## src/rtl/ec_port_pkg.sv

```systemverilog
package ec_port_pkg;
  localparam int BYTE_W = 8;

  localparam logic [BYTE_W-1:0] CMD_READ      = 8'h80;
  localparam logic [BYTE_W-1:0] CMD_WRITE     = 8'h81;
  localparam logic [BYTE_W-1:0] CMD_BURST_ON  = 8'h82;
  localparam logic [BYTE_W-1:0] CMD_BURST_OFF = 8'h83;
  localparam logic [BYTE_W-1:0] CMD_QUERY     = 8'h84;

  localparam int ST_OBF   = 0;
  localparam int ST_IBF   = 1;
  localparam int ST_CMD   = 3;
  localparam int ST_BURST = 4;

  typedef enum logic [1:0] {
    SEQ_IDLE,
    SEQ_RD_ADDR,
    SEQ_WR_ADDR,
    SEQ_WR_DATA
  } seq_state_t;

  // Assemble the host-visible status byte from the handshake flags.
  function automatic logic [BYTE_W-1:0] pack_status(input logic obf, input logic ibf,
                                                    input logic cmd, input logic burst);
    logic [BYTE_W-1:0] s;
    s = '0;
    s[ST_OBF]   = obf;
    s[ST_IBF]   = ibf;
    s[ST_CMD]   = cmd;
    s[ST_BURST] = burst;
    return s;
  endfunction

  // Sequencer state opened by a command byte; everything else returns to idle.
  function automatic seq_state_t cmd_next_state(input logic [BYTE_W-1:0] code);
    case (code)
      CMD_READ:  return SEQ_RD_ADDR;
      CMD_WRITE: return SEQ_WR_ADDR;
      default:   return SEQ_IDLE;
    endcase
  endfunction
endpackage

```

## src/rtl/ec_in_buffer.sv

```systemverilog
module ec_in_buffer
  import ec_port_pkg::*;
#(
  parameter int CONSUME_LAT = 4
) (
  input  logic              clk,
  input  logic              rst_n,
  input  logic              wr_stb,
  input  logic              wr_is_cmd,
  input  logic [BYTE_W-1:0] wr_byte,
  output logic              ibf,
  output logic              is_cmd,
  output logic [BYTE_W-1:0] in_byte,
  output logic              consume
);
  localparam int CNT_W = (CONSUME_LAT > 1) ? $clog2(CONSUME_LAT) : 1;
  localparam logic [CNT_W-1:0] CNT_LOAD = CNT_W'(CONSUME_LAT - 1);

  logic [CNT_W-1:0] cnt;
  logic             accept;

  assign accept  = wr_stb && !ibf;
  assign consume = ibf && (cnt == '0);

  always_ff @(posedge clk) begin
    if (!rst_n) begin
      ibf     <= 1'b0;
      is_cmd  <= 1'b0;
      in_byte <= '0;
      cnt     <= '0;
    end else if (accept) begin
      ibf     <= 1'b1;
      is_cmd  <= wr_is_cmd;
      in_byte <= wr_byte;
      cnt     <= CNT_LOAD;
    end else if (consume) begin
      ibf <= 1'b0;
    end else if (ibf) begin
      cnt <= cnt - 1'b1;
    end
  end


  ibf_set_chk: assert property (@(posedge clk) disable iff (!rst_n)
    accept |=> ibf);

  ibf_hold_chk: assert property (@(posedge clk) disable iff (!rst_n)
    (ibf && !consume) |=> (ibf && $stable(in_byte) && $stable(is_cmd)));

  ibf_clear_chk: assert property (@(posedge clk) disable iff (!rst_n)
    consume |=> !ibf);
endmodule

```

## src/rtl/ec_cmd_seq.sv

```systemverilog
module ec_cmd_seq
  import ec_port_pkg::*;
(
  input  logic              clk,
  input  logic              rst_n,
  input  logic              consume,
  input  logic              is_cmd,
  input  logic [BYTE_W-1:0] in_byte,
  input  logic [BYTE_W-1:0] reg_rdata,
  input  logic [BYTE_W-1:0] evt_code,
  output logic              reg_we,
  output logic              reg_re,
  output logic [BYTE_W-1:0] reg_addr,
  output logic [BYTE_W-1:0] reg_wdata,
  output logic              burst,
  output logic              load,
  output logic [BYTE_W-1:0] load_byte
);
  seq_state_t        state, state_nxt;
  logic [BYTE_W-1:0] addr_q;
  logic              burst_nxt;
  logic              addr_capture;

  always_comb begin
    state_nxt    = state;
    burst_nxt    = burst;
    reg_we       = 1'b0;
    reg_re       = 1'b0;
    reg_addr     = addr_q;
    reg_wdata    = in_byte;
    load         = 1'b0;
    load_byte    = reg_rdata;
    addr_capture = 1'b0;
    if (consume) begin
      if (is_cmd) begin
        // any command restarts the sequencer
        state_nxt = cmd_next_state(in_byte);
        case (in_byte)
          CMD_BURST_ON:  burst_nxt = 1'b1;
          CMD_BURST_OFF: burst_nxt = 1'b0;
          CMD_QUERY: begin
            load      = 1'b1;
            load_byte = evt_code;
          end
          default: ;
        endcase
      end else begin
        case (state)
          SEQ_RD_ADDR: begin
            reg_re    = 1'b1;
            reg_addr  = in_byte;
            load      = 1'b1;
            load_byte = reg_rdata;
            state_nxt = SEQ_IDLE;
          end
          SEQ_WR_ADDR: begin
            addr_capture = 1'b1;
            state_nxt    = SEQ_WR_DATA;
          end
          SEQ_WR_DATA: begin
            reg_we    = 1'b1;
            state_nxt = SEQ_IDLE;
          end
          default: ;  // stray data byte
        endcase
      end
    end
  end

  always_ff @(posedge clk) begin
    if (!rst_n) begin
      state  <= SEQ_IDLE;
      burst  <= 1'b0;
      addr_q <= '0;
    end else begin
      state <= state_nxt;
      burst <= burst_nxt;
      if (addr_capture) addr_q <= in_byte;
    end
  end


  reg_port_excl_chk: assert property (@(posedge clk) disable iff (!rst_n)
    $onehot0({reg_we, reg_re}));

  write_closes_chk: assert property (@(posedge clk) disable iff (!rst_n)
    reg_we |=> (state == SEQ_IDLE));

  burst_on_chk: assert property (@(posedge clk) disable iff (!rst_n)
    (consume && is_cmd && in_byte == CMD_BURST_ON) |=> burst);

  burst_off_chk: assert property (@(posedge clk) disable iff (!rst_n)
    (consume && is_cmd && in_byte == CMD_BURST_OFF) |=> !burst);

  stray_data_chk: assert property (@(posedge clk) disable iff (!rst_n)
    (consume && !is_cmd && state == SEQ_IDLE) |-> (!reg_we && !reg_re && !load));
endmodule

```

## src/rtl/ec_out_buffer.sv

```systemverilog
module ec_out_buffer
  import ec_port_pkg::*;
(
  input  logic              clk,
  input  logic              rst_n,
  input  logic              load,
  input  logic [BYTE_W-1:0] load_byte,
  input  logic              host_rd,
  output logic              obf,
  output logic [BYTE_W-1:0] out_byte
);
  always_ff @(posedge clk) begin
    if (!rst_n) begin
      obf      <= 1'b0;
      out_byte <= '0;
    end else if (load) begin
      obf      <= 1'b1;
      out_byte <= load_byte;
    end else if (host_rd) begin
      obf <= 1'b0;
    end
  end


  obf_load_chk: assert property (@(posedge clk) disable iff (!rst_n)
    load |=> (obf && out_byte == $past(load_byte)));

  obf_drain_chk: assert property (@(posedge clk) disable iff (!rst_n)
    (host_rd && !load) |=> !obf);
endmodule

```

## src/rtl/ec_host_port.sv

```systemverilog
module ec_host_port
  import ec_port_pkg::*;
#(
  parameter int CONSUME_LAT = 4
) (
  input  logic       clk,
  input  logic       rst_n,
  input  logic       host_sel,
  input  logic       host_wr,
  input  logic       host_a2,
  input  logic [7:0] host_wdata,
  output logic [7:0] host_rdata,
  output logic [7:0] reg_addr,
  output logic       reg_re,
  input  logic [7:0] reg_rdata,
  output logic       reg_we,
  output logic [7:0] reg_wdata,
  input  logic [7:0] evt_code
);
  logic              wr_stb, rd_data_stb;
  logic              ibf, is_cmd, consume;
  logic [BYTE_W-1:0] in_byte;
  logic              burst, load, obf;
  logic [BYTE_W-1:0] load_byte, out_byte;

  assign wr_stb      = host_sel && host_wr;
  assign rd_data_stb = host_sel && !host_wr && !host_a2;

  ec_in_buffer #(.CONSUME_LAT(CONSUME_LAT)) u_in (
    .clk(clk), .rst_n(rst_n), .wr_stb(wr_stb), .wr_is_cmd(host_a2), .wr_byte(host_wdata),
    .ibf(ibf), .is_cmd(is_cmd), .in_byte(in_byte), .consume(consume)
  );

  ec_cmd_seq u_seq (
    .clk(clk), .rst_n(rst_n), .consume(consume), .is_cmd(is_cmd), .in_byte(in_byte),
    .reg_rdata(reg_rdata), .evt_code(evt_code), .reg_we(reg_we), .reg_re(reg_re),
    .reg_addr(reg_addr), .reg_wdata(reg_wdata), .burst(burst), .load(load),
    .load_byte(load_byte)
  );

  ec_out_buffer u_out (
    .clk(clk), .rst_n(rst_n), .load(load), .load_byte(load_byte), .host_rd(rd_data_stb),
    .obf(obf), .out_byte(out_byte)
  );

  assign host_rdata = host_a2 ? pack_status(obf, ibf, is_cmd, burst) : out_byte;


  status_read_keeps_obf_chk: assert property (@(posedge clk) disable iff (!rst_n)
    (host_sel && !host_wr && host_a2 && obf) |=> obf);

  busy_write_ignored_chk: assert property (@(posedge clk) disable iff (!rst_n)
    (wr_stb && ibf && !consume) |=> (ibf && $stable(in_byte)));
endmodule

```

## config.mk

```make
export PLATFORM = sky130hd
export DESIGN_NAME = ec_host_port
export DESIGN_NICKNAME = d
export VERILOG_FILES = /design/src/rtl/ec_port_pkg.sv /design/src/rtl/ec_in_buffer.sv /design/src/rtl/ec_cmd_seq.sv /design/src/rtl/ec_out_buffer.sv /design/src/rtl/ec_host_port.sv
export SDC_FILE = /design/constraint.sdc
export NUM_CORES = 1
export LEC_CHECK = 0
export ABC_AREA = 1
export BUFFER_PORTS_ARGS = -buffer_cell sky130_fd_sc_hd__buf_2
export CORE_ASPECT_RATIO = 1.5
export CORE_UTILIZATION = 54
export CTS_CLUSTER_DIAMETER = 120
export DETAILED_ROUTE_END_ITERATION = 7
export PLACE_DENSITY = 0.88
export SYNTH_ARGS = -nofsm -noshare
export SYNTH_HDL_FRONTEND = slang
export SYNTH_SLANG_ARGS = --single-unit
```

## constraint.sdc

```tcl
create_clock -name clk -period 2.25 [get_ports clk]
set_clock_uncertainty 0.15 [all_clocks]
set_input_delay 0.45 -clock clk [delete_from_list [all_inputs] [get_ports clk]]
set_output_delay 0.45 -clock clk [all_outputs]
set_load 0.05 [all_outputs]
```

==> results of run 1 <==
## critical path, stage by stage, from the launching register on
cell and delay [ns]:
dfxtp_1 0.31, inv_2 0.08, ha_4 0.15, nand2_4 0.09, inv_8 0.10, buf_8 0.11, nand2_1 0.07, nor3_2 0.19
buf_6 0.18
## per-stage QoR
stage	std cells	instance area (um2)	power, mW
floorplan	240	1690	0.732
global route	342	2210	1.45
detailed placement	327	1960	0.792
finish	342	2210	1.41
global placement	327	1960	0.786
CTS	335	2130	1.39
## where the power goes
| part | internal (mW) | switching [mW] | total, mW | leakage, nW |
|---|---|---|---|---|
| Sequential | 0.583 | 0.0147 | 0.598 | 0.260 |
| Clock | 0.390 | 0.216 | 0.607 | 0.0645 |
| Combinational | 0.0647 | 0.138 | 0.203 | 0.742 |
| Total | 1.04 | 0.369 | 1.41 | 1.07 |
## repair_timing
| action | CTS | global route |
|---|---|---|
| setup buffers | 0 | 6 |
| pin swaps | 0 | 3 |
| setup endpoints to repair | 10 | 10 |
| gates resized for setup | 15 | 6 |
| cloned | 0 | 1 |
## final cells by class
| type | count | area share [%] |
|---|---|---|
| tap | 39 | 2.21 |
| multi-input combinational | 165 | 39.7 |
| clock buffer | 7 | 4.37 |
| inverter | 34 | 6.18 |
| clock inverter | 1 | 1.36 |
| timing repair buffer | 64 | 17.2 |
| sequential | 32 | 29.0 |
## metal layers
metal	global-route usage, %	vias up
met5	0	-
met4	13.0	0
met3	9.04	8
met2	46.7	68
met1	29.1	807
li1	-	907
## sequential cells by signal (all words and copies together) (netlist names)
signal,count
u_in.in_byte,8
u_out.out_byte,8
u_seq.addr_q,8
u_in.cnt,2
u_seq.state,2
u_in.ibf,1
u_in.is_cmd,1
u_out.obf,1
u_seq.burst,1
## cells in the final DEF, fill, tap and decap left out, types with 17 or more instances in the layout
cell type / instances
buf_2: 45
nand2_1: 43
dfxtp_1: 32
nand3_1: 30
a21oi_1: 27
inv_1: 26
o21ai_0: 25
nor2_1: 18
buf_4: 17
## cell families after synthesis
kind of cell	share of synthesized area [%]
compound gates	19.5
buf+inv	12.4
flops	38.1
fa+ha+maj	0.743
simple gates	29.3
## final timing paths
path / start / endpoint / slack [ns]
setup / recovery: u_in.cnt[0]$_SDFFE_PN0P_ / reg_we / 0.08
hold / removal: host_wdata[0] / u_in.in_byte[0]$_SDFFE_PN0P_ / 0.28
setup reg to reg: u_in.cnt[0]$_SDFFE_PN0P_ / u_out.out_byte[1]$_SDFFE_PN0P_ / 0.34
hold reg to reg: u_out.out_byte[5]$_SDFFE_PN0P_ / u_out.out_byte[5]$_SDFFE_PN0P_ / 0.33
==> flow_metrics.py, run 1 <==
metrics = {
    "cts": {
        "cts_num_sinks": 32,
        "ctsHoldBuffers": 0,
        "cts_tree": "built",
        "cts.htree.levels": 2,
        "cts-root-buf": "clkbuf_8",
        "clk_latency_ns": 0.29,
        "path_clk_slew_ns": 0.07,
        "cts_buffers": 5,
        "clockBufferDepth": 2,
    },
    "detailed_routing": {
        "drt-met1-wl_um": 1620,
        "met2WireLength_um": 2360,
        "totalWireLength_um": 4300,
        "vias": 1790,
        "met3_length_um": 236,
        "via_per_inst": 5.23,
        "first_pass_iters": 4,
        "post_drt_wl_per_cell_um": 12.6,
        "highest_layer": "met4",
        "drt_iter0_markers": 77,
        "drc": 0,
        "antenna_left": 0,
    },
    "grt": {
        "grt_pass1_vias": 1511,
        "antenna_found_initial": 0,
        "grt_pass1_wl_um": 6590,
        "grt_max_degree": 26,
        "grt_usage_pct": 27.7,
        "overflow": 0,
    },
    "final_layout": {
        "n_antenna_cell": 0,
        "final_core_util_pct": 75.0,
        "multi_input_area_um2": 876,
        "register_area_um2": 641,
        "nets": 332,
        "synthToLayoutAreaGrowth_pct": 31.2,
        "drive_gt1_share_pct": 33.0,
        "num-fill-cells": 252,
    },
    "logic_synthesis": {
        "synthCells": 240,
        "synth_commonest_cells": "43 x nand2_1, 32 x dfxtp_1, 30 x nand3_1",
        "synth_largest_area_cell": "dfxtp_1",
        "ys_types": 25,
        "syn_nets": 270,
        "synth.top_cell.area_share_pct": 38.1,
        "synthFlopType": "dfxtp_1",
        "netlist_area_um2": 1680,
        "yosysMostFrequentCell": "nand2_1",
        "ys_ff_latch": 32,
        "synth.avg_cell_area_um2": 7.01,
        "netlist_top_cells_area": "dfxtp_1 38%, nand2_1 9.6%, nand3_1 8.9%, a21oi_1 8.0%, o21ai_0 7.4%",
        "synth_edf_count": 0,
        "synth-warning-count": 0,
        "yosysSeqAreaShare_pct": 38.1,
        "postSynth.asyncResetShare_pct": 0,
    },
    "floorplan": {
        "die_area_um2": 3350,
        "start_util_pct": 57.2,
        "rows": 24,
        "die_h_um": 70.4,
        "core-area_um2": 2940,
        "io-pin-count": 55,
        "die_width_um": 47.6,
    },
    "worst_setup_path": {
        "path_max_fanout": 5,
        "cp.arrival_ns": 1.57,
        "rr_worst_depth": 11,
        "cp.required_ns": 1.65,
        "critPathKind": "reg2out",
        "startpoint_type": "flop",
        "end_kind": "output port",
    },
    "min_path": {
        "hold_class": "in2reg",
        "hold_path_depth": 3,
    },
    "timing": {
        "holdWs_ns": 0.281,
        "finalSetupViolations": 0,
        "fin_ws_ns": 0.0769,
        "worstMarginPinSlew_ns": 0.555,
        "max_slew_margin_pct": 62.9,
        "tns_ns": 0,
        "hold_violations": 0,
        "drv_slew": 0,
        "max_freq_ghz": 0.460,
        "fin_crit_sh_pct": 96.6,
        "period_needed_ns": 2.17,
    },
    "place": {
        "dp_slack_ns": 0.152,
        "gp_congestion": 0.799,
        "port_buffers": 54,
        "dp_hpwl_um": 2940,
    },
    "power": {
        "power.leakage_nw": 1.07,
        "ir_worst_vdd_v": 0.000478,
        "power_density_nw_per_um2": 638,
    },
    "flow_run": {
        "cap_violations": 0,
    },
    "outcome": {
        "status": "completed",
    },
}
(Power assumes the default switching activity.)
==> run 2: changes to the inputs <==
--- a/config.mk
+++ b/config.mk
@@ -11,7 +11,8 @@
 export CORE_UTILIZATION = 54
 export CTS_CLUSTER_DIAMETER = 120
 export DETAILED_ROUTE_END_ITERATION = 7
-export PLACE_DENSITY = 0.88
+export PLACE_DENSITY = 0.95
+export SLEW_MARGIN = 40
 export SYNTH_ARGS = -nofsm -noshare
 export SYNTH_HDL_FRONTEND = slang
 export SYNTH_SLANG_ARGS = --single-unit
==> run 2 against run 1 <==
Effect of this change: final cell count increased by 0.58%; worst setup slack got worse by 0.0091 ns; sequential share of layout area up 0.18 points; non-clock buffer count rose by 1; fmax down 0.42%; global-route usage up 0.23 points; die area stayed put; design area shrank 0.62%; clock power shrank 26%; wire length increased by 15%; critical path type unchanged; largest cell class unchanged.
==> flow_metrics.py, run 2 (synthesis results as in run 1) <==
metrics = {
    "cts": {
        "cts_tree": "built",
        "cts_buffers": 5,
        "cts_num_sinks": 32,
        "clk_latency_ns": 0.28,
        "cts-root-buf": "clkbuf_8",
        "path_clk_slew_ns": 0.06,
        "cts.htree.levels": 2,
        "ctsHoldBuffers": 0,
        "clockBufferDepth": 2,
    },
    "worst_setup_path": {
        "rr_worst_depth": 10,
        "r2r_slack_ns": 0.35,
        "crit_path_cell_trace": "inv_1 -> nor3_4 -> buf_12 -> nand2_8 -> nand2_1 -> o21ai_2 -> buf_4",
        "cp_slowest_stage_delay_ns": 0.36,
        "critPathKind": "reg2out",
        "startpoint_type": "flop",
        "cpMaxStageDelayCell": "dfxtp_1",
        "worst_r2r_endpoint": "u_out.out_byte[7]$_SDFFE_PN0P_",
        "cp.required_ns": 1.65,
        "critPathLaunch": "u_seq.state[0]$_SDFFE_PN0P_",
        "crit_end": "reg_addr[0]",
        "end_kind": "output port",
        "crit_family": "buffers and inverters",
        "rr_startpoint": "u_in.cnt[0]$_SDFFE_PN0P_",
        "cp.arrival_ns": 1.58,
        "crit_buf_inv": 3,
        "cp.depth": 7,
        "path_max_fanout": 7,
    },
    "final_layout": {
        "final_cell_mix": "45 x buf_2, 43 x nand2_1, 32 x dfxtp_1, 30 x nand3_1, 28 x inv_1",
        "final_common_cell": "buf_2",
        "final_cell_count_no_fill": 344,
        "n_antenna_cell": 0,
        "drive_gt1_share_pct": 31.8,
        "synthToLayoutAreaGrowth_pct": 30.3,
        "nets": 334,
        "top_regs": "u_in.in_byte x8, u_out.out_byte x8, u_seq.addr_q x8",
    },
    "power": {
        "power_density_nw_per_um2": 571,
        "ir_worst_vdd_v": 0.000510,
        "power.leakage_nw": 1.07,
    },
    "flow_run": {
        "cap_violations": 0,
    },
    "detailed_routing": {
        "drc": 0,
        "antenna_left": 0,
        "totalWireLength_um": 4970,
        "via_per_inst": 5.54,
        "vias": 1906,
        "first_pass_iters": 5,
        "post_drt_wl_per_cell_um": 14.4,
        "drt_iter0_markers": 118,
    },
    "place": {
        "gp_congestion": 0.833,
        "place_inst": 326,
        "dp_hpwl_um": 3020,
        "port_buffers": 54,
    },
    "timing": {
        "max_freq_ghz": 0.458,
        "fin_crit_sh_pct": 97.0,
        "period_needed_ns": 2.18,
        "worstMarginPinSlew_ns": 0.619,
        "finalSetupViolations": 0,
        "holdWs_ns": 0.298,
        "max_slew_margin_pct": 58.6,
        "drv_slew": 0,
        "hold_violations": 0,
    },
    "grt": {
        "overflow": 0,
        "grt_usage_pct": 27.9,
        "grt_pass1_wl_um": 6690,
        "antenna_found_initial": 0,
        "grt_max_degree": 18,
        "grt_pass1_vias": 1583,
    },
    "floorplan": {
        "die_h_um": 70.4,
        "start_util_pct": 57.2,
        "rows": 24,
        "core-area_um2": 2940,
        "io-pin-count": 55,
        "die_area_um2": 3350,
        "die_width_um": 47.6,
    },
    "min_path": {
        "hold_class": "in2reg",
    },
    "outcome": {
        "status": "completed",
    },
}
## run 2: cell count changes in the layout (fill, tap and decap cells not counted), sizes merged
| cell | delta |
|---|---|
| nand2 | +1 |
| clkbuf | +1 |
| bufinv | -1 |
| buf | +1 |
## run 2: per-stage QoR
stage,setup WS [ns],cell area [um2],power [mW],TNS [ns],util [%]
3_3_place_gp,0.171,1950,0.783,0,66.2
5_1_grt,-0.00839,2190,1.29,-0.00839,74.5
2_1_floorplan,-0.261,1690,0.732,-0.523,-
3_5_place_dp,0.0739,1950,0.789,0,66.2
4_1_cts,0.00921,2080,1.23,0,70.8
6_report,0.0677,2190,1.25,0,74.5
## run 2: worst min-delay path by stage
stage                                          end  cells after the start                      startpoint  slack, ns
finish                u_in.in_byte[2]$_SDFFE_PN0P_                      3                   host_wdata[2]       0.30
global route          u_in.in_byte[2]$_SDFFE_PN0P_                      3                   host_wdata[2]       0.31
CTS                   u_in.in_byte[7]$_SDFFE_PN0P_                      3                   host_wdata[7]       0.29
detailed placement  u_out.out_byte[1]$_SDFFE_PN0P_                      2  u_out.out_byte[1]$_SDFFE_PN0P_       0.33
global placement          u_in.cnt[0]$_SDFFE_PN0P_                      2        u_in.cnt[0]$_SDFFE_PN0P_       0.32
floorplan             u_seq.addr_q[7]$_SDFFE_PN0P_                      2    u_seq.addr_q[7]$_SDFFE_PN0P_       0.30
## run 2: metal layers
layer	GRT usage, %	share of wire, %
met4	13.6	3.3
met5	0	0
met2	48.4	53
met3	5.68	7.5
met1	29.9	36
## run 2: what timing repair did
| item | 4_1_cts | 5_1_grt |
|---|---|---|
| pin swaps | 0 | 4 |
| resized for setup | 11 | 9 |
| setup buffers | 0 | 8 |
| cloned | 1 | 1 |
| setup endpoints to repair | 10 | 10 |
| endpoints found under the hold margin | 0 | 0 |
## run 2: layout make-up
cell class	instances	area (um2)
Multi-Input combinational cell	166	875
Inverter	34	136
Timing Repair Buffer	65	403
Clock buffer	8	90.1
Fill cell	214	749
Sequential cell	32	641
Tap cell	39	48.8
## run 2: report_power, final
part | switching, mW | leakage, nW | internal, mW
Combinational | 0.142 | 0.762 | 0.0599
Clock | 0.203 | 0.0455 | 0.249
Sequential | 0.0149 | 0.260 | 0.583
Total | 0.360 | 1.07 | 0.892
## run 2: worst reg2reg max path, stage by stage (launching register included)
cell and delay [ns]:
dfxtp_1 0.30, inv_1 0.08, ha_1 0.22, nand2_4 0.11, inv_8 0.13, buf_4 0.14, nand2_1 0.08, nor2_2 0.29
nand3_1 0.13, nand2_1 0.10, a21oi_1 0.07
